**config.mk**
```make
export PLATFORM = sky130hd
export DESIGN_NAME = grouped_irq_ctrl
export DESIGN_NICKNAME = d
export VERILOG_FILES = /design/src/rtl/gpic_pkg.sv /design/src/rtl/gpic_group.sv /design/src/rtl/gpic_ctrl.sv /design/src/rtl/gpic_datapath.sv /design/src/rtl/grouped_irq_ctrl.sv
export SDC_FILE = /design/constraint.sdc
export NUM_CORES = 1
export LEC_CHECK = 0
export ABC_AREA = 1
export BUFFER_PORTS_ARGS = -buffer_cell sky130_fd_sc_hd__buf_2
export CAP_MARGIN = 20
export CORE_MARGIN = 2
export CORE_UTILIZATION = 52
export CTS_CLUSTER_SIZE = 14
export DETAILED_ROUTE_END_ITERATION = 16
export MAX_ROUTING_LAYER = met4
export PLACE_DENSITY = 0.71
export SLEW_MARGIN = 20
export SYNTH_ARGS = -nofsm -noshare
export SYNTH_HDL_FRONTEND = slang
export SYNTH_SLANG_ARGS = --single-unit
```
**constraint.sdc**
```tcl
create_clock -name clk -period 17.9 [get_ports clk]
set_input_delay 3.58 -clock clk [delete_from_list [all_inputs] [get_ports clk]]
set_output_delay 3.58 -clock clk [all_outputs]
set_load 0.1 [all_outputs]
```
**src/rtl/gpic_pkg.sv**
```systemverilog
package gpic_pkg;
  localparam int GROUP_SLOTS = 8;
  localparam int NUM_GROUPS  = 2;
  localparam int SLOT_W      = $clog2(GROUP_SLOTS);
  localparam int NUM_SRC     = GROUP_SLOTS * NUM_GROUPS;
  localparam int MIX_INT     = GROUP_SLOTS / 2;
  localparam int MIX_EXT     = GROUP_SLOTS - MIX_INT;
  localparam int MC_SRC      = 4;
  localparam int VEC_W       = $clog2(NUM_SRC + 1);
  localparam int MAP_W       = GROUP_SLOTS * SLOT_W;
  localparam int KEY_W       = $clog2(4 * GROUP_SLOTS);
  localparam int ROUTE_W     = 2;
  localparam int LEAD_BIT    = NUM_GROUPS;
  localparam int ROUTE_LSB   = NUM_GROUPS + 1;
  localparam int CTRL_W      = ROUTE_LSB + NUM_GROUPS * 2 * ROUTE_W;
  localparam int CFG_AW      = 3;
  localparam int CFG_DW      = MAP_W;

  localparam logic [CFG_AW-1:0] ADDR_MASK = 3'd0;
  localparam logic [CFG_AW-1:0] ADDR_MAPA = 3'd1;
  localparam logic [CFG_AW-1:0] ADDR_MAPB = 3'd2;
  localparam logic [CFG_AW-1:0] ADDR_CTRL = 3'd3;
  localparam logic [CFG_AW-1:0] ADDR_PEND = 3'd4;

  typedef enum logic [ROUTE_W-1:0] {
    ROUTE_INT     = 2'b00,
    ROUTE_CRIT    = 2'b01,
    ROUTE_SMI     = 2'b10,
    ROUTE_INT_ALT = 2'b11
  } route_e;

  typedef struct packed {
    logic wrMask;
    logic wrMapA;
    logic wrMapB;
    logic wrCtrl;
  } cfg_strobe_t;
endpackage

```
**src/rtl/gpic_group.sv**
```systemverilog
module gpic_group
  import gpic_pkg::*;
(
  input  logic [GROUP_SLOTS-1:0] req,
  input  logic [GROUP_SLOTS-1:0] mask,
  input  logic [MAP_W-1:0]       slotMap,
  input  logic [ROUTE_W-1:0]     route0,
  input  logic [ROUTE_W-1:0]     route1,
  output logic [GROUP_SLOTS-1:0] normPend,
  output logic                   critAny,
  output logic                   smiAny
);
  logic [GROUP_SLOTS-1:0] critVec;
  logic [GROUP_SLOTS-1:0] smiVec;

  for (genvar p = 0; p < GROUP_SLOTS; p++) begin : g_slot
    logic [SLOT_W-1:0]  src;
    logic               act;
    logic [ROUTE_W-1:0] rt;
    assign src = slotMap[p*SLOT_W +: SLOT_W];
    assign act = req[src] & ~mask[src];
    if (p == 0) begin : g_r0
      assign rt = route0;
    end else if (p == 1) begin : g_r1
      assign rt = route1;
    end else begin : g_rn
      assign rt = ROUTE_INT;
    end
    assign normPend[p] = act & ((rt == ROUTE_INT) | (rt == ROUTE_INT_ALT));
    assign critVec[p]  = act & (rt == ROUTE_CRIT);
    assign smiVec[p]   = act & (rt == ROUTE_SMI);
  end

  assign critAny = |critVec;
  assign smiAny  = |smiVec;
endmodule

```
**src/rtl/gpic_ctrl.sv**
```systemverilog
module gpic_ctrl
  import gpic_pkg::*;
(
  input  logic [CFG_AW-1:0]  cfgAddr,
  input  logic               cfgWe,
  input  logic [NUM_SRC-1:0] maskQ,
  input  logic [MAP_W-1:0]   mapAQ,
  input  logic [MAP_W-1:0]   mapBQ,
  input  logic [CTRL_W-1:0]  ctrlQ,
  input  logic [NUM_SRC-1:0] reqRaw,
  output cfg_strobe_t        strobe,
  output logic [CFG_DW-1:0]  cfgRdata
);
  always_comb begin
    strobe        = '0;
    strobe.wrMask = cfgWe && (cfgAddr == ADDR_MASK);
    strobe.wrMapA = cfgWe && (cfgAddr == ADDR_MAPA);
    strobe.wrMapB = cfgWe && (cfgAddr == ADDR_MAPB);
    strobe.wrCtrl = cfgWe && (cfgAddr == ADDR_CTRL);
  end

  always_comb begin
    unique case (cfgAddr)
      ADDR_MASK: cfgRdata = CFG_DW'(maskQ);
      ADDR_MAPA: cfgRdata = mapAQ;
      ADDR_MAPB: cfgRdata = mapBQ;
      ADDR_CTRL: cfgRdata = CFG_DW'(ctrlQ);
      ADDR_PEND: cfgRdata = CFG_DW'(reqRaw);
      default:   cfgRdata = '0;
    endcase
  end
endmodule

```
**src/rtl/gpic_datapath.sv**
```systemverilog
module gpic_datapath
  import gpic_pkg::*;
(
  input  logic               clk,
  input  logic               rstN,
  input  cfg_strobe_t        strobe,
  input  logic [CFG_DW-1:0]  wrData,
  input  logic [NUM_SRC-1:0] reqAll,
  input  logic [MC_SRC-1:0]  mcSrc,
  output logic [NUM_SRC-1:0] maskQ,
  output logic [MAP_W-1:0]   mapAQ,
  output logic [MAP_W-1:0]   mapBQ,
  output logic [CTRL_W-1:0]  ctrlQ,
  output logic               irqNormal,
  output logic               irqCritical,
  output logic               irqSysMgmt,
  output logic [VEC_W-1:0]   irqVector,
  output logic               machineCheck
);
  function automatic logic [MAP_W-1:0] identityMap();
    logic [MAP_W-1:0] m;
    for (int p = 0; p < GROUP_SLOTS; p++) m[p*SLOT_W +: SLOT_W] = SLOT_W'(p);
    return m;
  endfunction

  always_ff @(posedge clk or negedge rstN) begin
    if (!rstN) begin
      maskQ <= '1;
      mapAQ <= identityMap();
      mapBQ <= identityMap();
      ctrlQ <= '0;
    end else begin
      if (strobe.wrMask) maskQ <= wrData[NUM_SRC-1:0];
      if (strobe.wrMapA) mapAQ <= wrData[MAP_W-1:0];
      if (strobe.wrMapB) mapBQ <= wrData[MAP_W-1:0];
      if (strobe.wrCtrl) ctrlQ <= wrData[CTRL_W-1:0];
    end
  end

  logic [MAP_W-1:0]       mapSel   [NUM_GROUPS];
  logic [GROUP_SLOTS-1:0] normPend [NUM_GROUPS];
  logic [NUM_GROUPS-1:0]  critG;
  logic [NUM_GROUPS-1:0]  smiG;

  assign mapSel[0] = mapAQ;
  assign mapSel[1] = mapBQ;

  for (genvar g = 0; g < NUM_GROUPS; g++) begin : g_grp
    gpic_group u_grp (
      .req     (reqAll[g*GROUP_SLOTS +: GROUP_SLOTS]),
      .mask    (maskQ[g*GROUP_SLOTS +: GROUP_SLOTS]),
      .slotMap (mapSel[g]),
      .route0  (ctrlQ[ROUTE_LSB + 2*ROUTE_W*g +: ROUTE_W]),
      .route1  (ctrlQ[ROUTE_LSB + 2*ROUTE_W*g + ROUTE_W +: ROUTE_W]),
      .normPend(normPend[g]),
      .critAny (critG[g]),
      .smiAny  (smiG[g])
    );
  end

  // Global rank key: lower wins. Leading group takes even keys; trailing
  // group interleaves (spread) or sits after the whole leading group.
  logic             found;
  logic [KEY_W-1:0] bestKey;
  logic [VEC_W-1:0] bestVec;
  logic [KEY_W-1:0] key;
  logic             isTrail;

  always_comb begin
    found   = 1'b0;
    bestKey = '1;
    bestVec = '0;
    key     = '0;
    isTrail = 1'b0;
    for (int g = 0; g < NUM_GROUPS; g++) begin
      isTrail = ((g == 1) != ctrlQ[LEAD_BIT]);
      for (int p = 0; p < GROUP_SLOTS; p++) begin
        key = KEY_W'(2*p);
        if (isTrail) key = key + (ctrlQ[g] ? KEY_W'(1) : KEY_W'(2*GROUP_SLOTS));
        if (normPend[g][p] && (!found || key < bestKey)) begin
          found   = 1'b1;
          bestKey = key;
          bestVec = VEC_W'(g*GROUP_SLOTS) + VEC_W'(mapSel[g][p*SLOT_W +: SLOT_W]) + VEC_W'(1);
        end
      end
    end
  end

  always_ff @(posedge clk or negedge rstN) begin
    if (!rstN) begin
      irqNormal    <= 1'b0;
      irqCritical  <= 1'b0;
      irqSysMgmt   <= 1'b0;
      irqVector    <= '0;
      machineCheck <= 1'b0;
    end else begin
      irqNormal    <= found;
      irqCritical  <= |critG;
      irqSysMgmt   <= |smiG;
      irqVector    <= bestVec;
      machineCheck <= |mcSrc;
    end
  end
endmodule

```
**src/rtl/grouped_irq_ctrl.sv**
```systemverilog
module grouped_irq_ctrl
  import gpic_pkg::*;
(
  input  logic               clk,
  input  logic               rstN,
  input  logic [GROUP_SLOTS-1:0] srcIntA,
  input  logic [MIX_INT-1:0] srcIntB,
  input  logic [MIX_EXT-1:0] srcExtB,
  input  logic [MC_SRC-1:0]  mcSrc,
  input  logic [CFG_AW-1:0]  cfgAddr,
  input  logic               cfgWe,
  input  logic [CFG_DW-1:0]  cfgWdata,
  output logic [CFG_DW-1:0]  cfgRdata,
  output logic               irqNormal,
  output logic               irqCritical,
  output logic               irqSysMgmt,
  output logic [VEC_W-1:0]   irqVector,
  output logic               machineCheck
);
  logic [NUM_SRC-1:0] reqAll;
  logic [NUM_SRC-1:0] maskQ;
  logic [MAP_W-1:0]   mapAQ;
  logic [MAP_W-1:0]   mapBQ;
  logic [CTRL_W-1:0]  ctrlQ;
  cfg_strobe_t        strobe;

  assign reqAll = {srcExtB, srcIntB, srcIntA};

  gpic_ctrl u_ctrl (
    .cfgAddr (cfgAddr),
    .cfgWe   (cfgWe),
    .maskQ   (maskQ),
    .mapAQ   (mapAQ),
    .mapBQ   (mapBQ),
    .ctrlQ   (ctrlQ),
    .reqRaw  (reqAll),
    .strobe  (strobe),
    .cfgRdata(cfgRdata)
  );

  gpic_datapath u_dp (
    .clk         (clk),
    .rstN        (rstN),
    .strobe      (strobe),
    .wrData      (cfgWdata),
    .reqAll      (reqAll),
    .mcSrc       (mcSrc),
    .maskQ       (maskQ),
    .mapAQ       (mapAQ),
    .mapBQ       (mapBQ),
    .ctrlQ       (ctrlQ),
    .irqNormal   (irqNormal),
    .irqCritical (irqCritical),
    .irqSysMgmt  (irqSysMgmt),
    .irqVector   (irqVector),
    .machineCheck(machineCheck)
  );
endmodule

```
==> results of run 1 <==
==> power groups by stage <==
| stage | clock network, W | logic, W | registers (W) |
|---|---|---|---|
| finish | 0.000208 | 0.000896 | 0.000310 |
| global route | 0.000218 | 0.00100 | 0.000316 |
| CTS | 0.000211 | 0.000886 | 0.000307 |
| detailed placement | 0 | 0.000883 | 0.000310 |
| global placement | 0 | 0.000873 | 0.000310 |
| floorplan | 0 | 0.000683 | 0.000336 |
==> Yosys cell counts, drive strengths merged <==
library cell	count
nand2	282
nor2	61
o21a	1
xor2	4
dfrtp	44
a21boi	1
nand4	10
o21ai	145
a21oi	28
and3	1
a211oi	2
clkinv	1
a221oi	17
nor3	7
nand3b	3
inv	151
o2111ai	9
ha	45
clkbuf	33
o211ai	21
o311ai	1
or2	7
a22oi	5
a31oi	3
o21bai	1
a32o	1
o22ai	14
nand3	72
xnor2	4
dfstp	40
o31ai	2
nor4	1
a221o	1
o221ai	9
or4	1
buf	6
==> logic make-up (layout without fill, tap and decap cells) <==
| family | count (synthesis) | after routing |
|---|---|---|
| buffers and inverters | 191 | 255 |
| AND/OR/NAND/NOR | 445 | 445 |
| XOR/XNOR | 8 | 8 |
| flip-flops | 84 | 84 |
| adder cells (fa/ha/maj) | 45 | 45 |
| AO/OA/AOI/OAI | 261 | 261 |
==> area by class of cell <==
type,instances,area [um2]
repair buffers,87,450
clock buffers,10,229
multi-input cells,759,4310
well taps,176,220
flip-flops and latches,84,2150
clock inverters,6,95.1
fillers,1301,5320
inverters,152,572
==> worst min-delay path, stage by stage (launching register included) <==
cell,delay [ps]
dfstp_2,370
nand2_1,50
o21ai_0,70
==> state kept, by name, indices dropped and copies added (netlist names) <==
signal / flops
u_dp.mapAQ: 24
u_dp.mapBQ: 24
u_dp.maskQ: 16
u_dp.ctrlQ: 11
u_dp.irqVector: 5
u_dp.irqCritical: 1
u_dp.irqNormal: 1
u_dp.irqSysMgmt: 1
u_dp.machineCheck: 1
==> worst paths after layout <==
| path | start | end | slack, ps | cells after the start |
|---|---|---|---|---|
| worst min register to register | u_dp.maskQ[9] | u_dp.maskQ[9] | 500 | 2 |
| min in group asynchronous | rstN | u_dp.ctrlQ[4] | 3160 | 1 |
| worst max-delay path | srcIntA[6] | u_dp.irqVector[1] | 5510 | 77 |
| worst min-delay path | u_dp.maskQ[9] | u_dp.maskQ[9] | 500 | 2 |
| worst max register to register | u_dp.maskQ[6] | u_dp.irqVector[1] | 8270 | 77 |
| max in group asynchronous | rstN | u_dp.irqVector[3] | 13730 | 2 |
==> metrics by stage <==
step / std cells / util / cell area, um2 / power, W
2_1_floorplan: 1034 / - / 7180 / 0.00102
3_3_place_gp: 1258 / 0.577 / 7700 / 0.00118
3_5_place_dp: 1258 / 0.577 / 7700 / 0.00119
4_1_cts: 1274 / 0.601 / 8030 / 0.00140
5_1_grt: 1274 / 0.601 / 8030 / 0.00154
6_report: 1274 / 0.601 / 8030 / 0.00141
==> per-layer routing <==
layer  vias up  track usage
met1      3397        0.474
met2       309        0.457
li1       3595            -
met5         -            -
met4         0        0.117
met3        45       0.0435
==> out/metrics.csv, run 1 <==
metric,value,unit
outcome,"complete, no violations",
layout cells sized above 1,0.211,
"commonest non-fill, non-tap cell in the layout",nand2_1,
crit end category,flop,
Startpoint Class,input pin,
Gate power share,0.634,
FMAX,0.0807,GHz
chip height,122,um
Setup WS pre-CTS,5230,ps
HP Class,flop to flop,
Via density,5.77,
global-route usage over all layers,0.324,
IO Pins,83,
max-cap violation count,0,
Switching Share,0.533,
WL met1,10.4,mm
max layer used,met4,
initial DRC count,721,
Reg power frac,0.219,
WS Path Type,input pin to flop,
TritonCTS clock tree,yes,
RSZ-0062 raised after global routing,no,
core box area,13300,um2
Root Driver,clkbuf_16,
Max IR drop VDD,0.0000765,V
first-pass GRT wire length,35.8,mm
Worst Tran Pin Value,1080,ps
syn_nets,1129,
Pins Over Slew Limit,0,
Post-CTS Repair Setup Buffers,0,
CP max stage delay,380,ps
Post-DP HPWL,17.1,mm
Routed Antenna Nets,0,
final setup slack of the worst path,5510,ps
post-synthesis mux area share,0,
"Max stage delay cell, worst path",ha_1,
Buffers & Inverters on Critical Path,4,
Mapped Avg Cell Area,6.95,um2
H-tree Lvls,3,
DR pass1 iterations,6,
CTS Buffer Depth,2,
die area,14800,um2
most frequent cells in the layout,"nand2_1, inv_1, o21ai_0",
nets@finish,1188,
largest net degree at the start of global routing,53,
"most used cell, CP",nand2_1,
Yosys reg bits,84,
clock share of power,0.147,
share of the synthesized area in the top cell type,0.153,
Final period util,0.692,
post-layout min period,12390,ps
Total Wirelength,22.3,mm
Starting Density,0.538,
grt total ovfl,0,
post-synthesis cell area,7180,um2
Die Wd,122,um
Synth Area in Simple Gates,0.292,
drt wl/cell,17.5,um
"Warnings, synthesis",0,
pwr/cell area,176,nW/um2
CTS Buf Count,9,
final setup fails,0,
worst setup skew after layout,8.35,ps
compound-gate portion of the synthesized area,0.219,
post-cts sizing count,0,
CTS sink count,84,
Worst Path Required,18150,ps
final setup TNS,0,ps
"CTS clk-pin slew, worst paths",60,ps
Worst slew margin,0.278,
internal power,0.000660,W
"Seq/Total Area, Yosys",0.300,
Row Count,42,
DR DRC count,0,
xor/xnor share of the synthesized area,0.00975,
global placement routability congestion,0.994,
hold_buf cts,0,
P_leak,4.09,nW
dominant cells by area after synthesis,"dfrtp_1, dfstp_2, nand2_1",
synthesized-area fraction occupied by adder cells,0.0784,
DR vias,7346,
"Max FO, Critical Path",17,
vias in the first global route,6726,
initial antenna violation count,0,
Synth cell types,49,
# diodes,0,
final hold vios,0,
Switch Pwr,0.000754,W
metal2 WL,9.45,mm
post-synth top area cell,dfrtp_1,
largest family of logic cells by synthesized area,simple AND/OR/NAND/NOR gates,
Worst EP arrival,12640,ps
P&R area growth vs syn,11.7,%
port bufs,82,
"Clk Latency, worst-skew pair",360,ps
routed wl met3,1.91,mm
WHS,501,ps
"CP delay by family, top",simple AND/OR/NAND/NOR gates,
Syn Inst Count,1034,
Note: power is estimated with default switching activity, not from simulation.
==> inputs of run 2 (changes only) <==
==> constraint.sdc (replaced) <==
create_clock -name clk -period 11.5 [get_ports clk]
set_input_delay 2.3 -clock clk [delete_from_list [all_inputs] [get_ports clk]]
set_output_delay 2.3 -clock clk [all_outputs]
set_load 0.1 [all_outputs]
==> out/metrics.csv, run 2 (synthesis results as in run 1) <==
metric,value,unit
outcome,"complete, no violations",
Die Wd,122,um
# diodes,0,
core box area,13300,um2
Via density,5.82,
layout cells sized above 1,0.226,
drt wl/cell,17.6,um
DR pass1 iterations,6,
initial DRC count,768,
"Design Area, Final",8180,um2
global placement routability congestion,0.988,
nets@finish,1201,
Row Count,42,
DR DRC count,0,
Multi-input gate area,4380,um2
hold_buf cts,0,
P_leak,4.17,nW
final setup fails,0,
chip height,122,um
Worst EP arrival,10940,ps
global-route usage over all layers,0.326,
Routed Antenna Nets,0,
"CTS clk-pin slew, worst paths",70,ps
CTS Buf Count,9,
IO Pins,83,
port bufs,82,
"Max FO, Critical Path",17,
dpl cell area,7730,um2
Final Core Density,0.613,
Post-DP HPWL,17.0,mm
worst setup skew after layout,10.3,ps
FF/Latch Area,2150,um2
Starting Density,0.538,
most frequent cells in the layout,"nand2_1, inv_1, o21ai_0",
Worst Tran Pin Value,1250,ps
Pins Over Slew Limit,0,
max-cap violation count,0,
"Max stage delay cell, worst path",ha_1,
fill cell count,1298,
Final period util,0.929,
Worst Path Required,11760,ps
Tot Pwr,0.00229,W
vias in the first global route,6774,
"commonest non-fill, non-tap cell in the layout",nand2_1,
P&R area growth vs syn,13.8,%
"Clk Latency, worst-skew pair",360,ps
TritonCTS clock tree,yes,
WHS,504,ps
Worst slew margin,0.167,
first-pass GRT wire length,35.9,mm
die area,14800,um2
WS Path Type,input pin to flop,
CP max stage delay,380,ps
initial antenna violation count,0,
H-tree Lvls,3,
crit end category,flop,
Largest regs,"u_dp.mapAQ (24), u_dp.mapBQ (24), u_dp.maskQ (16)",
DR vias,7494,
final setup TNS,0,ps
Max IR drop VDD,0.000140,V
post-layout min period,10680,ps
"most used cell, CP",nand2_1,
FMAX,0.0936,GHz
HP Class,flop to flop,
grt total ovfl,0,
Startpoint Class,input pin,
pwr/cell area,280,nW/um2
final hold vios,0,
largest net degree at the start of global routing,53,
CTS Buffer Depth,2,
CTS sink count,84,
Root Driver,clkbuf_16,
Total Wirelength,22.7,mm
run 2: cell types whose count changed in the layout (fill, tap and decap cells not counted), moves of 2 or more:
| cell | change |
|---|---|
| nand2_1 | -2 |
| nand2_2 | -3 |
| nand2_8 | +2 |
| o21ai_0 | -4 |
| nand2_4 | +3 |
| o21ai_2 | +2 |
| o21ai_1 | +2 |
| buf_4 | +13 |
run 2: timing repair:
| item | CTS | global route |
|---|---|---|
| setup buffers | 0 | 9 |
| setup endpoints to repair | 0 | 5 |
| gates resized for setup | 0 | 17 |
run 2: path summary, 6_finish.rpt:
check                               startpoint                 to  slack (ps)  cells after the start
worst max-delay path                srcIntA[1]  u_dp.irqVector[4]         820                     77
worst min-delay path            u_dp.maskQ[12]     u_dp.maskQ[12]         500                      2
worst max register to register   u_dp.maskQ[1]  u_dp.irqVector[4]        2280                     77
worst min register to register  u_dp.maskQ[12]     u_dp.maskQ[12]         500                      2
max in group asynchronous                 rstN     u_dp.irqNormal        8610                      2
min in group asynchronous                 rstN      u_dp.ctrlQ[4]        1870                      1
run 2: critical path: cells and delay by family:
| family | cells | cell delay, ps |
|---|---|---|
| AO/OA/AOI/OAI | 8 | 630 |
| adder cells (fa/ha/maj) | 8 | 2690 |
| buffers and inverters | 3 | 260 |
| AND/OR/NAND/NOR | 58 | 5040 |
run 2: where the power goes:
| part | internal, W | leakage (nW) | total (W) | switching [W] |
|---|---|---|---|---|
| combinational | 0.000513 | 3.06 | 0.00150 | 0.000989 |
| sequential | 0.000384 | 0.962 | 0.000482 | 0.0000980 |
| clock | 0.000175 | 0.146 | 0.000309 | 0.000133 |
run 2: through the flow:
stage               setup WS (ps)  cells
floorplan                     250   1034
detailed placement            109   1262
global route                -4.17   1287
finish                        818   1287
global placement              341   1262
CTS                           447   1278
run 2: layer usage:
| layer | GRT usage | up-vias | wire [um] |
|---|---|---|---|
| met2 | 0.481 | 353 | 9870 |
| met1 | 0.463 | 3469 | 10500 |
| met5 | - | - | 0 |
| li1 | - | 3627 | - |
| met3 | 0.0529 | 45 | 1860 |
| met4 | 0.0984 | 0 | 495 |
run 2: area by class of cell:
| cell class | instances | area share |
|---|---|---|
| clock inverters | 5 | 0.00735 |
| multi-input cells | 759 | 0.536 |
| inverters | 152 | 0.0699 |
| clock buffers | 11 | 0.0297 |
| repair buffers | 100 | 0.0670 |
| flip-flops and latches | 84 | 0.263 |
| well taps | 176 | 0.0269 |
